<file path="src/rtl/avl_pkg.sv">
package avl_pkg;
  localparam int unsigned WORD_W = 32;
  localparam int unsigned COMP_W = 24;
  localparam int unsigned GROUP_WORDS = 3;

  typedef struct packed {
    logic [COMP_W-1:0] x;
    logic [COMP_W-1:0] y;
    logic [COMP_W-1:0] z;
    logic [COMP_W-1:0] w;
  } vec_t;
endpackage

</file>
<file path="src/rtl/avl_stager.sv">
module avl_stager
  import avl_pkg::*;
(
  input  logic              clk_i,
  input  logic              rst_ni,
  input  logic              idx_wr_i,
  input  logic              val_wr_i,
  input  logic [WORD_W-1:0] val_i,
  output logic              fire_o,
  output logic [WORD_W-1:0] w0_o,
  output logic [WORD_W-1:0] w1_o
);
  localparam int unsigned CNT_W = $clog2(GROUP_WORDS);
  localparam int unsigned HELD  = GROUP_WORDS - 1;
  localparam logic [CNT_W-1:0] LAST = CNT_W'(GROUP_WORDS - 1);

  logic [CNT_W-1:0]  cnt_q;
  logic [WORD_W-1:0] buf_q [HELD];
  logic              take;

  assign take   = val_wr_i && !idx_wr_i;
  assign fire_o = take && (cnt_q == LAST);

  always_ff @(posedge clk_i or negedge rst_ni) begin
    if (!rst_ni) begin
      cnt_q <= '0;
    end else if (idx_wr_i) begin
      cnt_q <= '0;
    end else if (take) begin
      cnt_q <= fire_o ? '0 : cnt_q + 1'b1;
    end
  end

  // Last word of a group is consumed straight from the input.
  for (genvar i = 0; i < HELD; i++) begin : g_buf
    always_ff @(posedge clk_i or negedge rst_ni) begin
      if (!rst_ni) buf_q[i] <= '0;
      else if (take && cnt_q == CNT_W'(i)) buf_q[i] <= val_i;
    end
  end

  assign w0_o = buf_q[0];
  assign w1_o = buf_q[1];
endmodule

</file>
<file path="src/rtl/avl_unpack.sv">
module avl_unpack
  import avl_pkg::*;
(
  input  logic [WORD_W-1:0] w0_i,
  input  logic [WORD_W-1:0] w1_i,
  input  logic [WORD_W-1:0] w2_i,
  output vec_t              vec_o
);
  logic [3*WORD_W-1:0] cat;

  // Components run backwards: w first, x last.
  assign cat = {w0_i, w1_i, w2_i};
  assign vec_o.w = cat[3*WORD_W-1 -: COMP_W];
  assign vec_o.z = cat[3*WORD_W-1-COMP_W -: COMP_W];
  assign vec_o.y = cat[3*WORD_W-1-2*COMP_W -: COMP_W];
  assign vec_o.x = cat[3*WORD_W-1-3*COMP_W -: COMP_W];
endmodule

</file>
<file path="src/rtl/avl_store.sv">
module avl_store
  import avl_pkg::*;
#(
  parameter int unsigned N_ENTRIES = 16,
  localparam int unsigned IDX_W = $clog2(N_ENTRIES)
) (
  input  logic             clk_i,
  input  logic             rst_ni,
  input  logic             we_i,
  input  logic [IDX_W-1:0] widx_i,
  input  vec_t             wdata_i,
  input  logic [IDX_W-1:0] ridx_i,
  output vec_t             rdata_o
);
  vec_t mem_q [N_ENTRIES];

  for (genvar e = 0; e < N_ENTRIES; e++) begin : g_ent
    always_ff @(posedge clk_i or negedge rst_ni) begin
      if (!rst_ni) mem_q[e] <= '0;
      else if (we_i && widx_i == IDX_W'(e)) mem_q[e] <= wdata_i;
    end
  end

  assign rdata_o = mem_q[ridx_i];
endmodule

</file>
<file path="src/rtl/attr_vec_loader.sv">
module attr_vec_loader
  import avl_pkg::*;
#(
  parameter int unsigned N_ENTRIES = 16,
  localparam int unsigned IDX_W = $clog2(N_ENTRIES)
) (
  input  logic              clk_i,
  input  logic              rst_ni,
  input  logic              idx_wr_i,
  input  logic [IDX_W-1:0]  idx_i,
  input  logic              val_wr_i,
  input  logic [WORD_W-1:0] val_i,
  input  logic [IDX_W-1:0]  rd_idx_i,
  output logic [COMP_W-1:0] rd_x_o,
  output logic [COMP_W-1:0] rd_y_o,
  output logic [COMP_W-1:0] rd_z_o,
  output logic [COMP_W-1:0] rd_w_o,
  output logic              commit_valid_o,
  output logic [IDX_W-1:0]  commit_idx_o,
  output logic [COMP_W-1:0] commit_x_o,
  output logic [COMP_W-1:0] commit_y_o,
  output logic [COMP_W-1:0] commit_z_o,
  output logic [COMP_W-1:0] commit_w_o
);
  logic              fire;
  logic [WORD_W-1:0] w0, w1;
  vec_t              vec, rd_vec, com_q;
  logic [IDX_W-1:0]  idx_q, com_idx_q;
  logic              com_vld_q;

  always_ff @(posedge clk_i or negedge rst_ni) begin
    if (!rst_ni) idx_q <= '0;
    else if (idx_wr_i) idx_q <= idx_i;
  end

  avl_stager u_stager (
    .clk_i    (clk_i),
    .rst_ni   (rst_ni),
    .idx_wr_i (idx_wr_i),
    .val_wr_i (val_wr_i),
    .val_i    (val_i),
    .fire_o   (fire),
    .w0_o     (w0),
    .w1_o     (w1)
  );

  avl_unpack u_unpack (
    .w0_i  (w0),
    .w1_i  (w1),
    .w2_i  (val_i),
    .vec_o (vec)
  );

  avl_store #(.N_ENTRIES(N_ENTRIES)) u_store (
    .clk_i   (clk_i),
    .rst_ni  (rst_ni),
    .we_i    (fire),
    .widx_i  (idx_q),
    .wdata_i (vec),
    .ridx_i  (rd_idx_i),
    .rdata_o (rd_vec)
  );

  always_ff @(posedge clk_i or negedge rst_ni) begin
    if (!rst_ni) begin
      com_vld_q <= 1'b0;
      com_idx_q <= '0;
      com_q     <= '0;
    end else begin
      com_vld_q <= fire;
      if (fire) begin
        com_idx_q <= idx_q;
        com_q     <= vec;
      end
    end
  end

  assign commit_valid_o = com_vld_q;
  assign commit_idx_o   = com_idx_q;
  assign commit_x_o     = com_q.x;
  assign commit_y_o     = com_q.y;
  assign commit_z_o     = com_q.z;
  assign commit_w_o     = com_q.w;
  assign rd_x_o         = rd_vec.x;
  assign rd_y_o         = rd_vec.y;
  assign rd_z_o         = rd_vec.z;
  assign rd_w_o         = rd_vec.w;
endmodule

</file>
<file path="config.mk">
export PLATFORM = sky130hd
export DESIGN_NAME = attr_vec_loader
export DESIGN_NICKNAME = d
export VERILOG_FILES = /design/src/rtl/avl_pkg.sv /design/src/rtl/avl_stager.sv /design/src/rtl/avl_unpack.sv /design/src/rtl/avl_store.sv /design/src/rtl/attr_vec_loader.sv
export SDC_FILE = /design/constraint.sdc
export NUM_CORES = 2
export LEC_CHECK = 0
export BUFFER_PORTS_ARGS = -buffer_cell sky130_fd_sc_hd__buf_4
export CAP_MARGIN = 25
export CORE_UTILIZATION = 62
export CTS_CLUSTER_SIZE = 24
export DETAILED_ROUTE_END_ITERATION = 16
export PLACE_DENSITY = 0.85
export SLEW_MARGIN = 40
export SYNTH_ARGS = -nofsm -noshare
export SYNTH_HDL_FRONTEND = slang
export SYNTH_SLANG_ARGS = --single-unit
export TNS_END_PERCENT = 20
</file>
<file path="constraint.sdc">
create_clock -name clk_i -period 2.9 [get_ports clk_i]
set_clock_uncertainty 0.1 [all_clocks]
set_input_delay 0.58 -clock clk_i [delete_from_list [all_inputs] [get_ports clk_i]]
set_output_delay 0.58 -clock clk_i [all_outputs]
set_load 0.005 [all_outputs]
</file>
Yosys cells after proc, flatten, opt, wreduce, memory -nomap -nowiden
Cells that the tools add are included.
{ "classes": {"order_cmp": 1, "n_mux": 6, "eq_ne": 17, "reduce_logical": 24, "bitwise_logic": 1, "add_sub_neg": 1} }
{ "ops": {"columns": ["op", "n"], "rows": [
  ["96-bit binary-select mux with 4-bit select", 1],
  ["96-bit two-way mux", 2],
  ["4-bit == test, second input constant", 8],
  ["1-bit logical AND", 20],
  ["4-bit by 3-bit == test with 1-bit output, second input constant", 4],
  ["4-bit by 2-bit == test with 1-bit output, second input constant", 2],
  ["2-bit two-way mux", 3],
  ["5-bit >= comparator, second input constant", 1],
  ["4-bit inverter with 5-bit output", 1],
  ["4-bit by 1-bit == test with 1-bit output, second input constant", 1],
  ["4-bit zero test", 1],
  ["2-bit by 1-bit adder with 2-bit output, second input constant", 1],
  ["2-bit by 1-bit == test with 1-bit output, second input constant", 1],
  ["2-bit == test, second input constant", 1],
  ["2-bit zero test", 1],
  ["2-bit nonzero test", 1],
  ["1-bit zero test", 1]
]} }
{ "totals": {"output_inout_bits": 197, "elab_cells": 124, "input_bits": 44, "reg_bits": 1707} }

Logic depth before layout (Yosys ltp)
{ "logic_depth": {"depth_word": 6, "mapped_depth": 8, "ltp_nobuf": 4} }

Hierarchy
A second synthesis with hierarchy kept.
{ "hier_totals": {"hier_cells": 4625, "area_unflattened_um2": 75806.5} }
{ "modules_own_cells": {"columns": ["mod", "instances", "cells_per_inst", "area_per_inst_um2", "seq_area_each_um2"], "rows": [
  ["avl_store", 1, 4163, 68024.0, 38436.9],
  ["attr_vec_loader", 1, 220, 4385.5, 2627.5],
  ["avl_stager", 1, 146, 2676.3, 1651.6],
  ["avl_unpack", 1, 96, 720.7, 0.0]
]} }

Worst setup path after synthesis
Ideal clock, no wire load.
{ "synth_timing": {"kind": "input -> output", "start": "in rd_idx_i[0]", "end": "out rd_w_o[17]", "stages": 5, "required_time_ps": 2220, "arrival_ps": 2105, "setup_slack_ps": 115, "path_cell_list": "clkbuf_1 -> buf_1 -> mux4_2 -> a22oi_1 -> nand2_1"} }
{ "synth_via": {"elab_chain_cells": 4} }
{ "synth_lines": {"columns": ["item", "line_no", "text"], "rows": [
  ["start: declaration", "attr_vec_loader.sv:13", "input logic [IDX_W-1:0] rd_idx_i,"],
  ["4-bit inverter with 5-bit output (not written as such)", "avl_store.sv:24", "assign rdata_o = mem_q[ridx_i];"],
  ["96-bit binary-select mux with 4-bit select", "avl_store.sv:24", null],
  ["96-bit two-way mux (not written as such) (2 in series)", "avl_store.sv:24", null],
  ["end: declaration", "attr_vec_loader.sv:17", "output logic [COMP_W-1:0] rd_w_o,"]
]} }
Every way passes these cells. The select of a mux whose other input is x is not followed.

Worst setup path in the final report
{ "layout_timing": {"start": "reg u_store.mem_q[1487] in the netlist's numbering", "end": "out rd_z_o[23]"} }
{ "layout_via": {"elab_chain_cells": 3} }
{ "layout_lines": {"columns": ["item", "line_no", "text"], "rows": [
  ["start: declaration", "avl_store.sv:15", "vec_t mem_q [N_ENTRIES];"],
  ["start signal: indexed assignment", "avl_store.sv:20", "else if (we_i && widx_i == IDX_W'(e)) mem_q[e] <= wdata_i;"],
  ["96-bit binary-select mux with 4-bit select", "avl_store.sv:24", null],
  ["96-bit two-way mux (not written as such) (2 in series)", "avl_store.sv:24", null],
  ["end: declaration", "attr_vec_loader.sv:16", "output logic [COMP_W-1:0] rd_z_o,"]
]} }
Every way passes these cells. The select of a mux whose other input is x is not followed.

==> flow_summary_export.csv <==
group,metric,value,unit
route,dr.pass1.iters,5,
logic_synthesis,synth_most_common_cell,"dfrtp_1",
timing,fmaxAchievable,335,MHz
timing,whs,0.0423,ns
route,initialDrtViolationCount,4851,
placed_design,place_hpwl,116,mm
outcome,violations,"setup timing",
logic_synthesis,synth-seq-area-share,56.7,%
clock_tree,worstSkewPairLatency,0.81,ns
route,num_vias,45857,
timing,setup_viol,21,
worst_setup_path,critical_path_buf_inv_count,1,
logic_synthesis,yosysTopAreaCell,"dfrtp_1",
timing,rsz0062_at_grt,"true",
power_and_ir_drop,peakVddDrop,0.509,mV
global_route,grt_overflow_total,0,
logic_synthesis,synth.distinct_cells,29,
logic_synthesis,synth_nets,4818,
power_and_ir_drop,p_sw,13.5,mW
die,dieHeight,350,um
worst_setup_path,end_kind,"output pin",
logic_synthesis,async_reset_ff_share,100,%
logic_synthesis,synthesis.area,0.0753,mm^2
power_and_ir_drop,switching_share,25.1,%
die,core_area,0.120,mm^2
power_and_ir_drop,p_comb_share,8.5,%
logic_synthesis,syn_inst,4774,
worst_setup_path,cp.arrival,2.31,ns
global_route,grt_max_degree,142,
placed_design,dp_slack,-0.0988,ns
clock_tree,htreeDepth,4,
clock_tree,cts.sinks,1707,
layout,layout-area-overhead-vs-synth,16.0,%
die,die-area,0.123,mm^2
clock_tree,cts_buffers,167,
route,drc,0,
worst_setup_path,critPathLaunchType,"flip-flop",
route,finalWirelength,209,mm
logic_synthesis,synth_edf_count,0,
worst_setup_path,crit_path_top_delay_cell,"mux4_2",
clock_tree,cts.reportedPaths.clkPinSlew,0.06,ns
layout,layout.cells.non_filler,6747,
placed_design,port_buffers,240,
die,start_util,62.7,%
placed_design,placed_cells_incl_taps,6405,
global_route,antenna_found_initial,7,
logic_synthesis,synth_seq_cells,1707,
layout,nets,5045,
clock_tree,tritoncts,"built",
logic_synthesis,synth.top_cells.by_count,"dfrtp_1 (1707), mux2_2 (1482), nand2_1 (396)",
logic_synthesis,synth.area.top_cells,"dfrtp_1 (57%), mux2_2 (22%), mux4_2 (11%), mux2_4 (2.4%), nand2_1 (2.0%)",
route,drtAntennaViolNets,0,
worst_setup_path,path_max_fanout,2,
worst_setup_path,path_cells,"mux4_2, a22oi_1, nand2_1, buf_4",
worst_setup_path,slowest_delay,0.47,ns
worst_setup_path,critPathKind,"flip-flop to output pin",
worst_setup_path,cp_top_family,"multiplexers",
timing,hold_violations,0,
route,wl_per_cell,31.0,um
timing,slew_headroom,47.2,%
worst_hold_path,hold_path_class,"input pin to flip-flop",
power_and_ir_drop,cellLeakagePower,43.0,nW
flow_run,maxCapViolations,0,
logic_synthesis,syn-mean-instance-area,15.8,um^2
global_route,grt_pass1_vias,48778,
clock_tree,clockRootBuffer,"clkbuf_16",
global_route,grt.total_usage,34.2,%
timing,min_period,2.99,ns
outcome,run_status,"complete, but fails checks",
timing,slew_violations,0,
logic_synthesis,synth_top_area_share,56.7,%
power_and_ir_drop,clkPwrFrac,41.6,%
timing,worstMarginPinSlew,0.791,ns
timing,fin_crit_sh,103,%
die,die_x,350,um
logic_synthesis,yosys_warnings,0,
power_and_ir_drop,p_int,40.5,mW
die,ioPinCount,241,
route,vias_per_cell,6.80,
clock_tree,cts_buffer_depth,3,
placed_design,gp_congestion,0.794,
logic_synthesis,synthFlopType,"dfrtp_1",
timing,fin_ws,-0.0895,ns
worst_setup_path,critical_path_required,2.22,ns
layout,drive_gt1_share,57.1,%
layout,fin_util,72.7,%
die,num_rows,127,
power_and_ir_drop,p_per_area,619,mW/mm^2
global_route,grt_pass1_wl,311,mm
power_and_ir_drop,p_seq_share,49.9,%
worst paths after layout:
path,start,to,slack [ns],cells after the start
min in group asynchronous,rst_ni,u_store.mem_q[559],0.26,2
max,u_store.mem_q[1487],rd_z_o[23],-0.09,4
max in group asynchronous,rst_ni,u_store.mem_q[830],1.39,3
min,val_i[30],commit_y_o[6],0.04,3
max reg2reg,u_stager.cnt_q[0],u_store.mem_q[1001],0.26,6
min reg2reg,commit_z_o[18],commit_z_o[18],0.37,2
per-layer routing:
layer | track usage, % | part of all wire, % | vias to the layer above
met4 | 14.3 | 3.8 | 4
met1 | 47.2 | 39 | 24887
li1 | - | - | 17952
met3 | 7.52 | 8.9 | 517
met2 | 53.2 | 48 | 2497
met5 | 0 | 0.010 | -
sequential cells by signal, indices dropped and copies added (netlist names):
name,flops
u_store.mem_q,1536
u_stager.w0_o,32
u_stager.w1_o,32
commit_w_o,24
commit_x_o,24
commit_y_o,24
commit_z_o,24
commit_idx_o,4
idx_q,4
u_stager.cnt_q,2
commit_valid_o,1
tightest hold or removal path: cells and delay by family:
kind / cells / cell delay (ns)
and+or+nand+nor: 2 / 0.13
buffers and inverters: 1 / 0.19
cell families after synthesis:
family                 count (synthesis)  synth area share, %
flip-flops                          1707                 56.7
buffers and inverters                458                 2.86
AND/OR/NAND/NOR                      425                 2.38
AO/OA/AOI/OAI                        198                 1.95
multiplexers                        1986                 36.1
layout by cell type (no fill, tap or decap), drive strengths merged:
cell	n
o21ai	4
nor3b	1
nor2	3
buf	500
nand4	3
nand2b	2
or4	3
dfrtp	1707
mux2	1602
diode	1
nor4b	1
clkinv	27
inv	12
a21oi	2
nor2b	2
nand2	396
and2	1
bufinv	13
nor4	10
clkbuf	254
clkinvlp	6
dlygate4sd3	6
nand3b	1
mux4	384
and4	1
a22oi	192
nand4bb	1
per-stage QoR:
step / power [mW] / TNS [ns] / instance area, um^2
2_1_floorplan: 28.9 / 0 / 75300
4_1_cts: 53.9 / -0.501 / 86400
5_1_grt: 55.6 / -1.61 / 87300
3_5_place_dp: 31.6 / -0.712 / 80300
3_3_place_gp: 31.4 / -0.575 / 80300
6_report: 54.0 / -0.479 / 87300
power groups by stage:
stage	clock (mW)	sequential (mW)	combinational, mW
6_report	22.5	27.0	4.59
3_5_place_dp	0	27.3	4.35
4_1_cts	22.6	26.9	4.47
5_1_grt	23.5	27.2	4.92
2_1_floorplan	0	26.3	2.68
3_3_place_gp	0	27.2	4.21
cell type report:
cell class,count,area [um^2]
antenna,1,2.50
clock buffer,248,5000
clock inverter,54,678
fill,6955,32800
inverter,4,20.0
multi-input combinational,2609,31100
sequential,1707,42700
tap,1612,2020
timing repair buffer,512,5730
timing repair:
action,CTS,global route
gates cloned,2,6
pin swaps,28,60
buffers inserted,4,21
endpoints found under the setup margin,64,80
hold endpoints to repair,369,0
gates resized for setup,80,116
hold buffers,6,0
Power figures use the tool's default switching activity.
